## config.mk

```make
export PLATFORM = sky130hd
export DESIGN_NAME = jtag_seg_master
export DESIGN_NICKNAME = d
export VERILOG_FILES = /design/src/rtl/jsm_pkg.sv /design/src/rtl/jsm_tck_gen.sv /design/src/rtl/jsm_seq.sv /design/src/rtl/jsm_shifter.sv /design/src/rtl/jtag_seg_master.sv
export SDC_FILE = /design/constraint.sdc
export NUM_CORES = 1
export LEC_CHECK = 0
export ABC_CLOCK_PERIOD_IN_PS = 4200
export BUFFER_PORTS_ARGS = -buffer_cell sky130_fd_sc_hd__buf_4
export CAP_MARGIN = 20
export CELL_PAD_IN_SITES_DETAIL_PLACEMENT = 0
export CELL_PAD_IN_SITES_GLOBAL_PLACEMENT = 1
export CORE_MARGIN = 2
export CORE_UTILIZATION = 45
export DETAILED_ROUTE_END_ITERATION = 12
export PLACE_DENSITY_LB_ADDON = 0.1
export SLEW_MARGIN = 20
export SYNTH_ARGS = -nofsm -noshare
export SYNTH_HDL_FRONTEND = slang
export SYNTH_SLANG_ARGS = --single-unit
```

## constraint.sdc

```tcl
create_clock -name clk_i -period 4.2 [get_ports clk_i]
set_input_delay 0.63 -clock clk_i [delete_from_list [all_inputs] [get_ports clk_i]]
set_output_delay 0.63 -clock clk_i [all_outputs]
set_load 0.02 [all_outputs]
```

## src/rtl/jsm_pkg.sv

```systemverilog
package jsm_pkg;
  typedef enum logic [1:0] {
    OP_SHIFT = 2'd0,
    OP_RESET = 2'd1,
    OP_GO_IR = 2'd2,
    OP_GO_DR = 2'd3
  } jsm_op_e;

  localparam int RESET_HI_CYC = 5;
  localparam int GO_IR_CYC    = 4;
  localparam int GO_DR_CYC    = 3;
  localparam int TAIL_CYC     = 2;
endpackage

```

## src/rtl/jsm_tck_gen.sv

```systemverilog
module jsm_tck_gen #(
  parameter int DIV_W = 8
) (
  input  logic             clk_i,
  input  logic             rst_ni,
  input  logic             load_i,
  input  logic [DIV_W-1:0] div_i,
  input  logic             run_i,
  output logic             tck_o,
  output logic             fall_o
);
  logic [DIV_W-1:0] half_m1_q, ph_q;
  logic             tck_q;
  logic             last_ph;

  assign last_ph = (ph_q == half_m1_q);

  always_ff @(posedge clk_i or negedge rst_ni) begin
    if (!rst_ni) begin
      half_m1_q <= '0;
      ph_q      <= '0;
      tck_q     <= 1'b0;
    end else if (load_i) begin
      half_m1_q <= (div_i == '0) ? '0 : div_i - DIV_W'(1);
      ph_q      <= '0;
      tck_q     <= 1'b0;
    end else if (run_i) begin
      if (last_ph) begin
        ph_q  <= '0;
        tck_q <= ~tck_q;
      end else begin
        ph_q <= ph_q + DIV_W'(1);
      end
    end
  end

  assign tck_o  = tck_q;
  assign fall_o = run_i & last_ph & tck_q;


  tck_idle_low_chk: assert property (@(posedge clk_i) disable iff (!rst_ni)
    !run_i |-> !tck_q);


  tck_phase_bound_chk: assert property (@(posedge clk_i) disable iff (!rst_ni)
    ph_q <= half_m1_q);
endmodule

```

## src/rtl/jsm_seq.sv

```systemverilog
module jsm_seq
  import jsm_pkg::*;
#(
  parameter int MAX_BITS = 32,
  parameter int CNT_W    = $clog2(MAX_BITS + 1),
  parameter int STP_W    = $clog2(MAX_BITS + TAIL_CYC + 1)
) (
  input  logic             clk_i,
  input  logic             rst_ni,
  input  logic             start_i,
  input  jsm_op_e          op_i,
  input  logic [CNT_W-1:0] nbits_i,
  input  logic             end_i,
  input  logic             idle_i,
  input  logic             fall_i,
  output logic             load_o,
  output logic             busy_o,
  output logic             done_o,
  output logic             fin_o,
  output logic             shift_act_o,
  output logic [STP_W-1:0] step_o,
  output logic [STP_W-1:0] n_o,
  output logic             tms_o
);
  localparam logic [STP_W-1:0] MAXB = STP_W'(MAX_BITS);

  jsm_op_e          op_q;
  logic [STP_W-1:0] n_q, step_q, total, n_in, n_eff;
  logic             end_q, idle_q, busy_q, done_q, last_step, tms_raw;

  assign n_in   = STP_W'(nbits_i);
  assign n_eff  = (n_in == '0 || n_in > MAXB) ? MAXB : n_in;
  assign load_o = start_i & ~busy_q;

  always_comb begin
    unique case (op_q)
      OP_SHIFT: total = n_q + (end_q ? STP_W'(TAIL_CYC) : '0);
      OP_RESET: total = STP_W'(RESET_HI_CYC + 1);
      OP_GO_IR: total = STP_W'(GO_IR_CYC);
      default:  total = STP_W'(GO_DR_CYC);
    endcase
  end

  assign last_step = (step_q == total - STP_W'(1));
  assign fin_o     = busy_q & fall_i & last_step;

  always_ff @(posedge clk_i or negedge rst_ni) begin
    if (!rst_ni) begin
      op_q   <= OP_SHIFT;
      n_q    <= '0;
      end_q  <= 1'b0;
      idle_q <= 1'b0;
      step_q <= '0;
      busy_q <= 1'b0;
      done_q <= 1'b0;
    end else if (load_o) begin
      op_q   <= op_i;
      n_q    <= n_eff;
      end_q  <= end_i;
      idle_q <= idle_i;
      step_q <= '0;
      busy_q <= 1'b1;
      done_q <= 1'b0;
    end else begin
      done_q <= 1'b0;
      if (busy_q && fall_i) begin
        if (last_step) begin
          busy_q <= 1'b0;
          done_q <= 1'b1;
          step_q <= '0;
        end else begin
          step_q <= step_q + STP_W'(1);
        end
      end
    end
  end

  always_comb begin
    unique case (op_q)
      OP_SHIFT: begin
        if (step_q < n_q)       tms_raw = end_q && (step_q == n_q - STP_W'(1));
        else if (step_q == n_q) tms_raw = 1'b1;
        else                    tms_raw = ~idle_q;
      end
      OP_RESET: tms_raw = (step_q < STP_W'(RESET_HI_CYC));
      OP_GO_IR: tms_raw = (step_q < STP_W'(2));
      default:  tms_raw = (step_q == '0);
    endcase
  end

  assign tms_o       = busy_q & tms_raw;
  assign shift_act_o = busy_q && (op_q == OP_SHIFT) && (step_q < n_q);
  assign busy_o      = busy_q;
  assign done_o      = done_q;
  assign step_o      = step_q;
  assign n_o         = n_q;


  done_single_chk: assert property (@(posedge clk_i) disable iff (!rst_ni)
    done_q |=> !done_q);


  done_not_busy_chk: assert property (@(posedge clk_i) disable iff (!rst_ni)
    done_q |-> !busy_q);


  tms_hold_chk: assert property (@(posedge clk_i) disable iff (!rst_ni)
    (busy_q && !fall_i) |=> $stable(tms_o));


  no_end_tms_low_chk: assert property (@(posedge clk_i) disable iff (!rst_ni)
    (busy_q && op_q == OP_SHIFT && !end_q) |-> !tms_o);


  start_ignored_chk: assert property (@(posedge clk_i) disable iff (!rst_ni)
    (busy_q && !fall_i) |=> busy_q && $stable(op_q));
endmodule

```

## src/rtl/jsm_shifter.sv

```systemverilog
module jsm_shifter #(
  parameter int MAX_BITS = 32,
  parameter int STP_W    = 6,
  parameter int IDX_W    = $clog2(MAX_BITS)
) (
  input  logic                clk_i,
  input  logic                rst_ni,
  input  logic                load_i,
  input  logic [MAX_BITS-1:0] data_i,
  input  logic                msb_i,
  input  logic                shift_act_i,
  input  logic                fall_i,
  input  logic                fin_i,
  input  logic [STP_W-1:0]    step_i,
  input  logic [STP_W-1:0]    n_i,
  input  logic                tdo_i,
  output logic                tdi_o,
  output logic [MAX_BITS-1:0] result_o
);
  logic [MAX_BITS-1:0] data_q, acc_q, acc_nxt, res_q;
  logic                msb_q;
  logic [IDX_W-1:0]    idx;

  assign idx = IDX_W'(msb_q ? (n_i - STP_W'(1) - step_i) : step_i);

  always_comb begin
    acc_nxt = acc_q;
    if (fall_i && shift_act_i) acc_nxt[idx] = tdo_i;
  end

  always_ff @(posedge clk_i or negedge rst_ni) begin
    if (!rst_ni) begin
      data_q <= '0;
      msb_q  <= 1'b0;
      acc_q  <= '0;
      res_q  <= '0;
    end else if (load_i) begin
      data_q <= data_i;
      msb_q  <= msb_i;
      acc_q  <= '0;
    end else begin
      acc_q <= acc_nxt;
      if (fin_i) res_q <= acc_nxt;
    end
  end

  assign tdi_o    = shift_act_i & data_q[idx];
  assign result_o = res_q;


  tdi_hold_chk: assert property (@(posedge clk_i) disable iff (!rst_ni)
    (shift_act_i && !fall_i && !load_i) |=> $stable(tdi_o));


  result_hold_chk: assert property (@(posedge clk_i) disable iff (!rst_ni)
    !fin_i |=> $stable(res_q));
endmodule

```

## src/rtl/jtag_seg_master.sv

```systemverilog
module jtag_seg_master
  import jsm_pkg::*;
#(
  parameter int  MAX_BITS = 32,
  parameter int  DIV_W    = 8,
  localparam int CNT_W    = $clog2(MAX_BITS + 1)
) (
  input  logic                clk_i,
  input  logic                rst_ni,
  input  logic                start_i,
  input  logic [1:0]          op_i,
  input  logic [CNT_W-1:0]    nbits_i,
  input  logic [MAX_BITS-1:0] data_i,
  input  logic                msb_first_i,
  input  logic                end_i,
  input  logic                idle_i,
  input  logic [DIV_W-1:0]    half_div_i,
  input  logic                tdo_i,
  output logic                busy_o,
  output logic                done_o,
  output logic [MAX_BITS-1:0] result_o,
  output logic                tck_o,
  output logic                tms_o,
  output logic                tdi_o
);
  localparam int STP_W = $clog2(MAX_BITS + TAIL_CYC + 1);

  logic             load, fall, fin, shift_act;
  logic [STP_W-1:0] step, n_cur;

  jsm_tck_gen #(.DIV_W(DIV_W)) u_tck (
    .clk_i  (clk_i),
    .rst_ni (rst_ni),
    .load_i (load),
    .div_i  (half_div_i),
    .run_i  (busy_o),
    .tck_o  (tck_o),
    .fall_o (fall)
  );

  jsm_seq #(.MAX_BITS(MAX_BITS), .CNT_W(CNT_W), .STP_W(STP_W)) u_seq (
    .clk_i       (clk_i),
    .rst_ni      (rst_ni),
    .start_i     (start_i),
    .op_i        (jsm_op_e'(op_i)),
    .nbits_i     (nbits_i),
    .end_i       (end_i),
    .idle_i      (idle_i),
    .fall_i      (fall),
    .load_o      (load),
    .busy_o      (busy_o),
    .done_o      (done_o),
    .fin_o       (fin),
    .shift_act_o (shift_act),
    .step_o      (step),
    .n_o         (n_cur),
    .tms_o       (tms_o)
  );

  jsm_shifter #(.MAX_BITS(MAX_BITS), .STP_W(STP_W)) u_shf (
    .clk_i       (clk_i),
    .rst_ni      (rst_ni),
    .load_i      (load),
    .data_i      (data_i),
    .msb_i       (msb_first_i),
    .shift_act_i (shift_act),
    .fall_i      (fall),
    .fin_i       (fin),
    .step_i      (step),
    .n_i         (n_cur),
    .tdo_i       (tdo_i),
    .tdi_o       (tdi_o),
    .result_o    (result_o)
  );


  done_after_fall_chk: assert property (@(posedge clk_i) disable iff (!rst_ni)
    $fell(busy_o) |-> done_o && !tck_o);


  tail_tdi_low_chk: assert property (@(posedge clk_i) disable iff (!rst_ni)
    (busy_o && !shift_act) |-> !tdi_o);
endmodule

```

After elaboration in Yosys (flattened, before gate mapping)
Cells that the tools add are included.
Widths: inputs -> output; s select.
Operators by class
  add/sub/neg operators: 7
  multipliers: 0
  div/mod/pow operators: 0
  $lt $le $gt $ge: 6
  equality and inequality tests: 6
  shift operators: 0
  mux-type cells: 30
  bitwise operators: 11
  reduce and logical (&&, ||, !) cells: 18
Operators with widths (number)
  $mux 32: 2
  $bwmux 32: 1
  $mux 8: 4
  $mux 6: 4
  $eq 6x6->1: 3
  $pmux 6 s3: 1
  $mux 1: 13
  $logic_not 6->1: 2
  $sub 6x1->6 const B: 2
  $add 8x1->8 const B: 1
  $eq 8x8->1: 1
  $logic_not 8->1: 1
  $reduce_bool 2->1: 4
  $sub 8x1->8 const B: 1
  $and 1x1->1: 7
  $add 6x1->6 const B: 1
  $add 6x6->6: 1
  $gt 6x6->1 const B: 1
  $logic_and 1x1->1: 6
  $lt 5x6->1 const B: 1
  $lt 6x2->1 const B: 1
  $lt 6x3->1 const B: 1
  $lt 6x6->1: 1
  $reduce_and 2->1: 3
  other kinds (12): 15
Storage, ports and cells
  bits in registers: 132
  bits in latches: 0
  RAM bits: 0
  ROM bits: 0
  bits of input ports: 55
  output and inout port bits: 37
  memories kept: 0

Longest topological paths before layout
Gate-level depths: netlist (run 1).
  depth after elaboration: 10
  depth in mapped cells: 13
  gate-level depth less buffers: 11

Cells and area by module
From an unflattened synthesis (run 1), not the netlist that was laid out.
Second synthesis, totals
  cell total of the unflattened synthesis: 702
  area, all modules: 7332.0 µm²
Modules (own cells, without submodules)
  jsm_shifter: times used 1, cells each 428, area each 4757.1 µm², seq. area each 2427.3 µm²
  jsm_seq: times used 1, cells each 178, area each 1567.8 µm², seq. area each 450.4 µm²
  jsm_tck_gen: times used 1, cells each 96, area each 1007.2 µm², seq. area each 425.4 µm²

Least setup slack after synthesis (run 1)
Ideal clock, no wire load.
  kind: register to output
  from: reg u_seq.n_q[0], in the netlist u_seq.n_o[0]
  to: out tdi_o
  data arrival time: 2.955 ns
  data required time: 3.570 ns
  setup slack: 0.615 ns
  cell stages (with the launch flop): 11
  cell sequence: dfrtp_1 -> inv_1 -> ha_1 -> fa_1 -> a21oi_1 -> buf_1 -> clkbuf_1 -> nand2_1 -> a311o_1 -> a211oi_1 -> o211a_1
Between the ends
  word-level cells in the longest chain between the ends: 6
Ends and longest elaborated chain
  from (decl): RTL line jsm_seq.sv:28  | logic [STP_W-1:0] n_q, step_q, total, n_in, n_eff;
  from (signal assigned): RTL line jsm_seq.sv:58  | n_q <= n_eff;
  $sub 6x1->6
  $sub 5x5->5: RTL line jsm_shifter.sv:24  | assign idx = IDX_W'(msb_q ? (n_i - STP_W'(1) - step_i) : step_i);
  $mux 5: RTL line jsm_shifter.sv:24
  $bmux 1 s5: RTL line jsm_shifter.sv:47  | assign tdi_o = shift_act_i & data_q[idx];
  $mux 1 (not written as such): RTL line jsm_shifter.sv:47
  $and 1x1->1 (*): RTL line jsm_shifter.sv:47
  to (decl): RTL line jtag_seg_master.sv:24  | output logic tdi_o
Mark *: on every way between the ends. The rest lies on a longest branch, timed or not. The select of a mux whose other input is x is not followed.

Final worst setup path (run 1)
Same ends and word-level chain as after synthesis.

==> results of run 1 <==
[registers in the layout (all words and copies together) (netlist names)]
signal and cells:
u_seq.busy_o 1, u_seq.done_o 1, u_seq.end_q 1, u_seq.idle_q 1, u_seq.n_o 6, u_seq.op_q 2
u_seq.step_o 6, u_shf.acc_q 32, u_shf.data_q 32, u_shf.msb_q 1, u_shf.result_o 32, u_tck.half_m1_q 8
u_tck.ph_q 8, u_tck.tck_o 1
[power by group through the flow]
stage / clock network (mW) / registers, mW / logic [mW]
2_1_floorplan: 0 / 1.58 / 1.04
3_3_place_gp: 0 / 1.63 / 1.44
3_5_place_dp: 0 / 1.63 / 1.47
4_1_cts: 1.52 / 1.61 / 1.48
5_1_grt: 1.58 / 1.64 / 1.65
6_report: 1.49 / 1.62 / 1.49
[stage by stage]
stage	instance area [um^2]	setup WS (ps)	total power, mW	cells	util, %
2_1_floorplan	7110	615	2.63	781	-
3_3_place_gp	7960	713	3.07	1053	52.0
3_5_place_dp	7960	669	3.11	1053	52.0
4_1_cts	8560	184	4.61	1085	55.9
5_1_grt	8570	18.8	4.87	1085	55.9
6_report	8570	223	4.59	1085	55.9
[layout make-up]
type                    count  area, um^2  area share (%)
clock buffers              21         470            5.49
clock inverters            11         125            1.46
inverters                  58         218            2.54
multi-input cells         545        3380            39.4
flip-flops and latches    132        3300            38.6
well taps                 211         264            3.08
repair buffers            107         811            9.46
[layer usage]
layer,global-route usage [%],up-vias,share of wire (%)
met2,34.5,166,48
li1,-,2815,-
met1,29.3,2733,46
met5,0,-,0
met3,5.29,23,4.6
met4,7.78,0,1.7
[cell usage in the layout (no fill, tap or decap), types with 8 or more instances in the layout]
cell,netlist,layout
clkbuf_16,0,17
nor2_1,55,55
xnor2_1,15,15
o21ai_0,13,13
and3_1,11,11
ha_1,23,23
dfrtp_1,132,132
nand4_1,12,12
a41oi_1,8,8
xor2_1,17,17
nand3_1,32,32
o21ai_1,29,29
mux2i_1,50,50
nand3b_1,8,8
inv_1,56,56
buf_4,0,105
a21oi_1,20,20
a22oi_1,16,16
nor3_1,18,18
nand2_1,158,158
[worst reg2reg max path, delay by kind of cell, from the launching register on]
family                   cells  cell delay (ps)
AO/OA/AOI/OAI                1              400
XOR/XNOR                     2              540
adder cells (fa/ha/maj)      2              440
buffers and inverters        1              490
flip-flops                   1              390
multiplexers                 1              280
AND/OR/NAND/NOR              3              860
[worst paths after layout]
kind | from | endpoint | slack, ps
worst max-delay path | u_seq.n_o[0]$_DFFE_PN0P_ | tdi_o | 220
worst min-delay path | rst_ni | u_seq.n_o[4]$_DFFE_PN0P_ | 230
worst max register to register | u_seq.n_o[1]$_DFFE_PN0P_ | u_shf.result_o[9]$_DFFE_PN0P_ | 720
worst min register to register | u_shf.data_q[14]$_DFFE_PN0P_ | u_shf.data_q[14]$_DFFE_PN0P_ | 470
max in group asynchronous | rst_ni | u_seq.step_o[1]$_DFFE_PN0P_ | 3040
min in group clk_i | data_i[16] | u_shf.data_q[16]$_DFFE_PN0P_ | 400
[what timing repair did]
action | 4_1_cts | 5_1_grt
setup endpoints to repair | 0 | 1
setup buffers | 0 | 0
resized for setup | 0 | 2
[logic make-up (layout without fill, tap and decap cells)]
group | count (synthesis) | after routing
and+or+nand+nor | 323 | 323
DFF | 132 | 132
AOI/OAI and AO/OA | 112 | 112
buffers and inverters | 104 | 197
muxes | 53 | 53
xor gates and xnor gates | 33 | 33
adders and majority gates | 24 | 24
==> flow_metrics.tcl, run 1 <==
set metrics [dict create \
    run_status "complete, no violations" \
    clkTransAtPathRegs_ps 60 \
    worstPathBufferInverterCount 3 \
    per_instance_average_area_after_synthesis_um2 9.10 \
    cellLeakagePower_nw 4.17 \
    drtIter0Drc 444 \
    h-tree-depth 4 \
    timing.critical_path.cells "inv_1 > ha_1 > inv_1 > ha_1 > nor2b_1 > o21ai_1 > mux2_2 > or2_1 > nor3_1 > a32oi_1 > o211a_1 > buf_4" \
    path_max_fanout 6 \
    areaGrowthSynthToFinish_pct 20.5 \
    sequential_area_share_after_synthesis_pct 46.5 \
    grt_antenna_before_repair 0 \
    setup_repair_after_global_routing_missed_its_margin "no" \
    ir_drop_v 0.000340 \
    clockBufferDepth 2 \
    cell_count_along_the_critical_path 12 \
    layout-drive-gt1-share_pct 17.0 \
    most_used_flip_flop_cell_after_synthesis "dfrtp_1" \
    drt_wl_total_um 17200 \
    cell_internal_pwr_mw 2.95 \
    synth_mux_area_share_pct 7.67 \
    yosys.cell_types.count 55 \
    finalCriticalPeriod_ps 3980 \
    count_of_vias_placed_by_the_detailed_router 5737 \
    io_pins 92 \
    clkPwrFrac_pct 32.4 \
    synth-warning-count 0 \
    syn_nets 860 \
    total_die_area_um2 16800 \
    port_buffers 91 \
    detail_route.wl_per_cell_um 15.9 \
    initial_core_util_pct 46.4 \
    synthTopCellsByArea "dfrtp_1 (46%), nand2_1 (8.3%), mux2i_1 (7.0%)" \
    switching_share_pct 35.6 \
    crit_path_top_delay_cell "dfrtp_1" \
    critical_path_class "reg -> out" \
    switching_power_mw 1.64 \
    hpwl_after_detailed_placement_um 12100 \
    first_pass_iters 8 \
    fin_tns_setup_ps 0 \
    die_width_um 130 \
    vias_per_cell 5.29 \
    fin_hold_ws_ps 229 \
    fp.dieH_um 130 \
    synth_top_family_by_area "simple AND/OR/NAND/NOR gates" \
    end_kind "output port" \
    placementRows 45 \
    share_seq_of_total_power_pct 35.2 \
    synthCells 781 \
    nNetsFinal 940 \
    hold_path_class "in -> async" \
    drc 0 \
    coreArea_um2 15300 \
    weighted_congestion_at_the_end_of_routability_driven_global_placement 0.866 \
    clock_tree.root_cell "clkbuf_16" \
    fmax_ghz 0.251 \
    synthTopCellsByCount "nand2_1 (158), dfrtp_1 (132), inv_1 (56)" \
    groute.usage.overall_pct 21.8 \
    gr-total-overflow 0 \
    yosysTopAreaCell "dfrtp_1" \
    wire_length_of_the_first_global_routing_pass_um 28600 \
    timing.final.max_slew_violations 0 \
    combinationalPowerShare_pct 32.4 \
    synth-simple-area-share_pct 20.7 \
    worstRegToRegCells 10 \
    synth_enable_flop_cells 0 \
    skew_final_ps 9.93 \
    async_flop_share_pct 100 \
    num_antenna_cells 0 \
    maxCapViolations 0 \
    post-synth-top-area-fraction_pct 46.5 \
    num-fill-cells 1428 \
    relSlewSlack_pct 49.6 \
    synth_compound_gate_area_share_pct 10.4 \
    total_clock_buffers_created_by_cts 17 \
    synthesis.area_um2 7110 \
    worstMarginPinSlew_ps 757 \
    clk-insertion-delay-late_ps 420 \
    synth_xor_area_share_pct 4.26 \
    yosys_register_bits 132 \
    cp_top_family "simple AND/OR/NAND/NOR gates" \
    crit_required_ps 3570 \
    grt_max_degree 81 \
    powerDensity_nw_per_um2 536 \
    crit_arrival_ps 3350 \
    drtAntennaViolNets 0 \
    clock_tree_from_tritoncts "done" \
    finalSetupViolations 0 \
    cp_slowest_stage_delay_ps 450 \
    ctsHoldBuffers 0 \
    synth_adder_area_share_pct 4.33 \
    start_kind "register" \
    number_of_clock_sinks 132 \
    grt_pass1_vias 5843 \
    timing.final.hold_violations 0 \
    period_share_pct 94.7 \
    synthMostInstantiatedCell "nand2_1" \
]
(Power assumes the default switching activity.)
==> inputs of run 2 (changes only) <==
- CORE_MARGIN: 2 -> unset
- CORE_UTILIZATION: 45 -> 30
- SETUP_SLACK_MARGIN: unset -> 0.05
==> run 2 against run 1 <==
Net effect:
- worst hold slack improved by 93 ps
- largest power group unchanged
- via count increased by 0.52%
- flip-flop and latch count unchanged
- sequential share of layout area decreased by 0.98 points
- total power increased by 3.0%
- clock power increased by 3%
- first-iteration DRC count decreased by 24%
- cell count increased by 9.8%
- non-clock buffer count increased by 4
==> flow_metrics.tcl, run 2 (same netlist as run 1, synthesis figures left out) <==
set metrics [dict create \
    cp_slowest_stage_delay_ps 380 \
    nNetsFinal 944 \
    setup_repair_after_global_routing_missed_its_margin "no" \
    coreArea_um2 22900 \
    fp.dieH_um 156 \
    total_die_area_um2 24300 \
    crit_path_top_delay_cell "mux2_2" \
    weighted_congestion_at_the_end_of_routability_driven_global_placement 0.804 \
    final_area_um2 8790 \
    initial_core_util_pct 31.0 \
    r2r_setup_slack_ps 860 \
    clock_tree.root_cell "clkbuf_16" \
    worstRegToRegCells 10 \
    clk-insertion-delay-late_ps 430 \
    grt_max_degree 71 \
    number_of_clock_sinks 132 \
    placed_cell_count 1155 \
    cp_top_family "adder cells" \
    worstPathBufferInverterCount 4 \
    worst_r2r_startpoint "u_seq.end_q$_DFFE_PN0P_" \
    detail_route.wl_per_cell_um 16.1 \
    relSlewSlack_pct 38.4 \
    io_pins 92 \
    worstMarginPinSlew_ps 924 \
    fmax_ghz 0.257 \
    drtAntennaViolNets 0 \
    groute.usage.overall_pct 16.8 \
    first_pass_iters 5 \
    clock_tree_from_tritoncts "done" \
    period_share_pct 92.8 \
    layout-drive-gt1-share_pct 18.2 \
    gr-total-overflow 0 \
    skew_final_ps 10.9 \
    start_kind "register" \
    hpwl_after_detailed_placement_um 13600 \
    end_kind "output port" \
    timing.critical_path.cells "inv_1 > ha_1 > inv_1 > ha_1 > nor2b_1 > o21ai_1 > mux2_2 > or2_1 > buf_4 > a32oi_2 > o211a_1 > buf_4" \
    total_clock_buffers_created_by_cts 17 \
    die_width_um 156 \
    fin_hold_ws_ps 322 \
    clkTransAtPathRegs_ps 60 \
    wire_length_of_the_first_global_routing_pass_um 31300 \
    drtIter0Drc 336 \
    mostFrequentLayoutCells "nand2_1 (157), dfrtp_1 (131), buf_4 (106)" \
    grt_pass1_vias 5928 \
    drt_wl_total_um 19200 \
    finalNonFillerCells 1191 \
    port_buffers 91 \
    count_of_vias_placed_by_the_detailed_router 5767 \
    areaGrowthSynthToFinish_pct 23.7 \
    worstReg2RegEnd "u_shf.result_o[4]$_DFFE_PN0P_" \
    drc 0 \
    fin_tns_setup_ps 0 \
    timing.final.hold_violations 0 \
    maxCapViolations 0 \
    ir_drop_v 0.000203 \
    grt_antenna_before_repair 0 \
    critical_path_class "reg -> out" \
    num_antenna_cells 0 \
    placed_cell_area_um2 8120 \
    commonest_non_fill_non_tap_cell_in_the_layout "nand2_1" \
    clockBufferDepth 2 \
    hold_path_class "in -> async" \
    totalPowerFinal_mw 4.73 \
    timing.final.max_slew_violations 0 \
    cellLeakagePower_nw 4.20 \
    path_max_fanout 20 \
    crit_arrival_ps 3270 \
    crit_required_ps 3570 \
    powerDensity_nw_per_um2 538 \
    placementRows 55 \
    run_status "complete, no violations" \
    finalSetupViolations 0 \
    vias_per_cell 4.84 \
    finalCriticalPeriod_ps 3900 \
    h-tree-depth 4 \
]
run 2: changes by cell type in the layout (fill, tap and decap cells not counted), sizes merged:
cell      change
buf           +3
clkbuf        -2
clkinv        -3
clkinvlp      +1
inv           +5
run 2: worst max path at each step:
stage	from	to	slack [ps]	depth (start not counted)
finish	u_seq.n_o[1]$_DFFE_PN0P_	tdi_o	300	12
global route	u_seq.n_o[1]$_DFFE_PN0P_	tdi_o	120	12
CTS	u_seq.n_o[0]$_DFFE_PN0P_	tdi_o	60	10
detailed placement	u_seq.n_o[0]$_DFFE_PN0P_	tdi_o	420	12
global placement	u_seq.n_o[0]$_DFFE_PN0P_	tdi_o	520	12
floorplan	u_seq.n_o[0]$_DFFE_PN0P_	tdi_o	620	10
run 2: timing repair:
| action | CTS | global route |
|---|---|---|
| endpoints found under the setup margin | 1 | 1 |
| resized for setup | 2 | 8 |
| buffers inserted | 0 | 2 |
| hold buffers | 0 | 0 |
| pin swaps | 0 | 1 |
| gates cloned | 0 | 2 |
run 2: report_power, final:
| group | internal, mW | switching, mW | total, mW | leakage (nW) |
|---|---|---|---|---|
| combinational | 0.651 | 0.946 | 1.60 | 2.35 |
| sequential | 1.42 | 0.178 | 1.60 | 1.56 |
| clock | 0.905 | 0.623 | 1.53 | 0.286 |
| total | 2.98 | 1.75 | 4.73 | 4.20 |
run 2: through the flow:
| step | worst slack (ps) | util, % |
|---|---|---|
| floorplan | 615 | - |
| global route | 124 | 38.4 |
| finish | 304 | 38.4 |
| CTS | 65.0 | 38.1 |
| global placement | 520 | 35.4 |
| detailed placement | 423 | 35.4 |
run 2: area by class of cell:
class / count / area, um^2
well taps: 313 / 392
clock buffers: 18 / 439
inverters: 58 / 218
clock inverters: 14 / 164
multi-input cells: 545 / 3420
flip-flops and latches: 132 / 3300
repair buffers: 111 / 860
fillers: 2320 / 14100
run 2: routing by layer:
metal	vias up	wire length (um)	global-route usage, %
met4	0	245	5.18
met2	135	8580	26.0
li1	2824	-	-
met3	22	871	4.00
met1	2786	9460	23.1
met5	-	0	0
==> inputs of run 3 (changes only) <==
- CTS_BUF_LIST: unset -> sky130_fd_sc_hd__clkbuf_4 sky130_fd_sc_hd__clkbuf_8
==> run 3 against run 2 <==
Net effect:
- cell area shrank 2.6%
- routed wire length shrank 0.95%
- clock-buffer cell count is the same
- die area is the same
- combinational power shrank 3%
==> flow_metrics.tcl, run 3 (same netlist as run 1, synthesis figures left out) <==
set metrics [dict create \
    total_clock_buffers_created_by_cts 17 \
    vias_per_cell 4.79 \
    timing.final.hold_violations 0 \
    start_kind "register" \
    commonest_non_fill_non_tap_cell_in_the_layout "nand2_1" \
    h-tree-depth 4 \
    relSlewSlack_pct 38.1 \
    port_buffers 91 \
    setup_repair_after_global_routing_missed_its_margin "no" \
    num_antenna_cells 0 \
    hpwl_after_detailed_placement_um 13600 \
    clk-insertion-delay-late_ps 450 \
    worstMarginPinSlew_ps 928 \
    clock_tree_from_tritoncts "done" \
    clockBufferDepth 2 \
    clkTransAtPathRegs_ps 80 \
    placementRows 55 \
    initial_core_util_pct 31.0 \
    timing.final.max_slew_violations 0 \
    run_status "complete, no violations" \
    layout-drive-gt1-share_pct 17.8 \
    detail_route.wl_per_cell_um 16.0 \
    maxCapViolations 0 \
    powerDensity_nw_per_um2 499 \
    mostFrequentLayoutCells "nand2_1 (157), dfrtp_1 (131), buf_4 (105)" \
    grt_max_degree 71 \
    hold_path_class "in -> async" \
    groute.usage.overall_pct 16.6 \
    placed_cell_count 1155 \
    path_max_fanout 10 \
    clock_tree.root_cell "clkbuf_8" \
    total_die_area_um2 24300 \
    grt_antenna_before_repair 0 \
    count_of_vias_placed_by_the_detailed_router 5693 \
    areaGrowthSynthToFinish_pct 20.4 \
    die_width_um 156 \
    fp.dieH_um 156 \
    weighted_congestion_at_the_end_of_routability_driven_global_placement 0.804 \
    number_of_clock_sinks 132 \
    end_kind "output port" \
    cellLeakagePower_nw 4.10 \
    period_share_pct 94.0 \
    skew_final_ps 17.8 \
    critical_path_class "reg -> out" \
    grt_pass1_vias 5908 \
    drc 0 \
    ctsHoldBuffers 0 \
    fin_tns_setup_ps 0 \
    nNetsFinal 942 \
    drtIter0Drc 323 \
    finalCriticalPeriod_ps 3950 \
    ir_drop_v 0.000188 \
    wire_length_of_the_first_global_routing_pass_um 31200 \
    coreArea_um2 22900 \
    num-fill-cells 2351 \
    finalNonFillerCells 1189 \
    drtAntennaViolNets 0 \
    fmax_ghz 0.253 \
    crit_required_ps 3570 \
    crit_arrival_ps 3320 \
    gr-total-overflow 0 \
    drt_wl_total_um 19000 \
    io_pins 92 \
    first_pass_iters 6 \
    finalSetupViolations 0 \
]
run 3: cell types whose count changed in the layout (fill, tap and decap cells not counted), sizes merged:
cell,delta
buf,-1
clkbuf,-1
run 3: routing by layer:
metal	vias up	wire length [um]	global-route usage [%]
met2	120	8590	26.0
met1	2744	9330	23.1
met3	12	878	3.53
met5	-	0	0
met4	0	177	4.95
li1	2817	-	-
run 3: power breakdown:
| part | internal (mW) | total (mW) | switching [mW] |
|---|---|---|---|
| combinational | 0.621 | 1.55 | 0.929 |
| clock | 0.559 | 1.12 | 0.566 |
| sequential | 1.42 | 1.60 | 0.178 |
run 3: metrics by stage:
step                util [%]  power [mW]  area (um^2)  hold slack (ps)  worst slack (ps)
global route            37.4        4.59         8560              351              48.5
finish                  37.4        4.27         8560              291               253
floorplan                  -        2.63         7110              334               615
CTS                     37.3        4.30         8540              326              91.3
detailed placement      35.4        3.15         8120              462               423
global placement        35.4        3.12         8120              468               520
run 3: critical path, cell delays in order (launching register included):
cell	delay, ps
dfrtp_1	380
inv_1	90
ha_1	310
fa_1	520
a21oi_2	230
buf_6	190
nand2_1	60
and3_1	170
a311o_1	320
a32oi_1	240
o211a_1	220
buf_4	150
run 3: layout make-up:
| type | count | area, um^2 | area share [%] |
|---|---|---|---|
| repair buffers | 109 | 845 | 9.86 |
| flip-flops and latches | 132 | 3300 | 38.6 |
| multi-input cells | 545 | 3390 | 39.6 |
| well taps | 313 | 392 | 4.57 |
| inverters | 58 | 218 | 2.54 |
| clock buffers | 18 | 248 | 2.89 |
| clock inverters | 14 | 164 | 1.91 |
run 3: path summary, 6_finish.rpt:
| path | from | slack [ps] | end | cells after the start |
|---|---|---|---|---|
| setup / recovery | u_seq.n_o[1]$_DFFE_PN0P_ | 250 | tdi_o | 11 |
| hold / removal | rst_ni | 290 | u_seq.step_o[5]$_DFFE_PN0P_ | 1 |
| setup reg to reg | u_seq.end_q$_DFFE_PN0P_ | 850 | u_shf.result_o[8]$_DFFE_PN0P_ | 10 |
| hold reg to reg | u_shf.data_q[11]$_DFFE_PN0P_ | 480 | u_shf.data_q[11]$_DFFE_PN0P_ | 2 |
| max in group asynchronous | rst_ni | 2940 | u_seq.n_o[0]$_DFFE_PN0P_ | 2 |
| min in group clk_i | data_i[21] | 360 | u_shf.data_q[21]$_DFFE_PN0P_ | 3 |
run 3: repair_timing:
action                                  4_1_cts  5_1_grt
endpoints found under the hold margin         0        0
endpoints found under the setup margin        1        1
pin swaps                                     0        1
resized for setup                             3        2
setup buffers                                 0        1
cloned                                        0        1
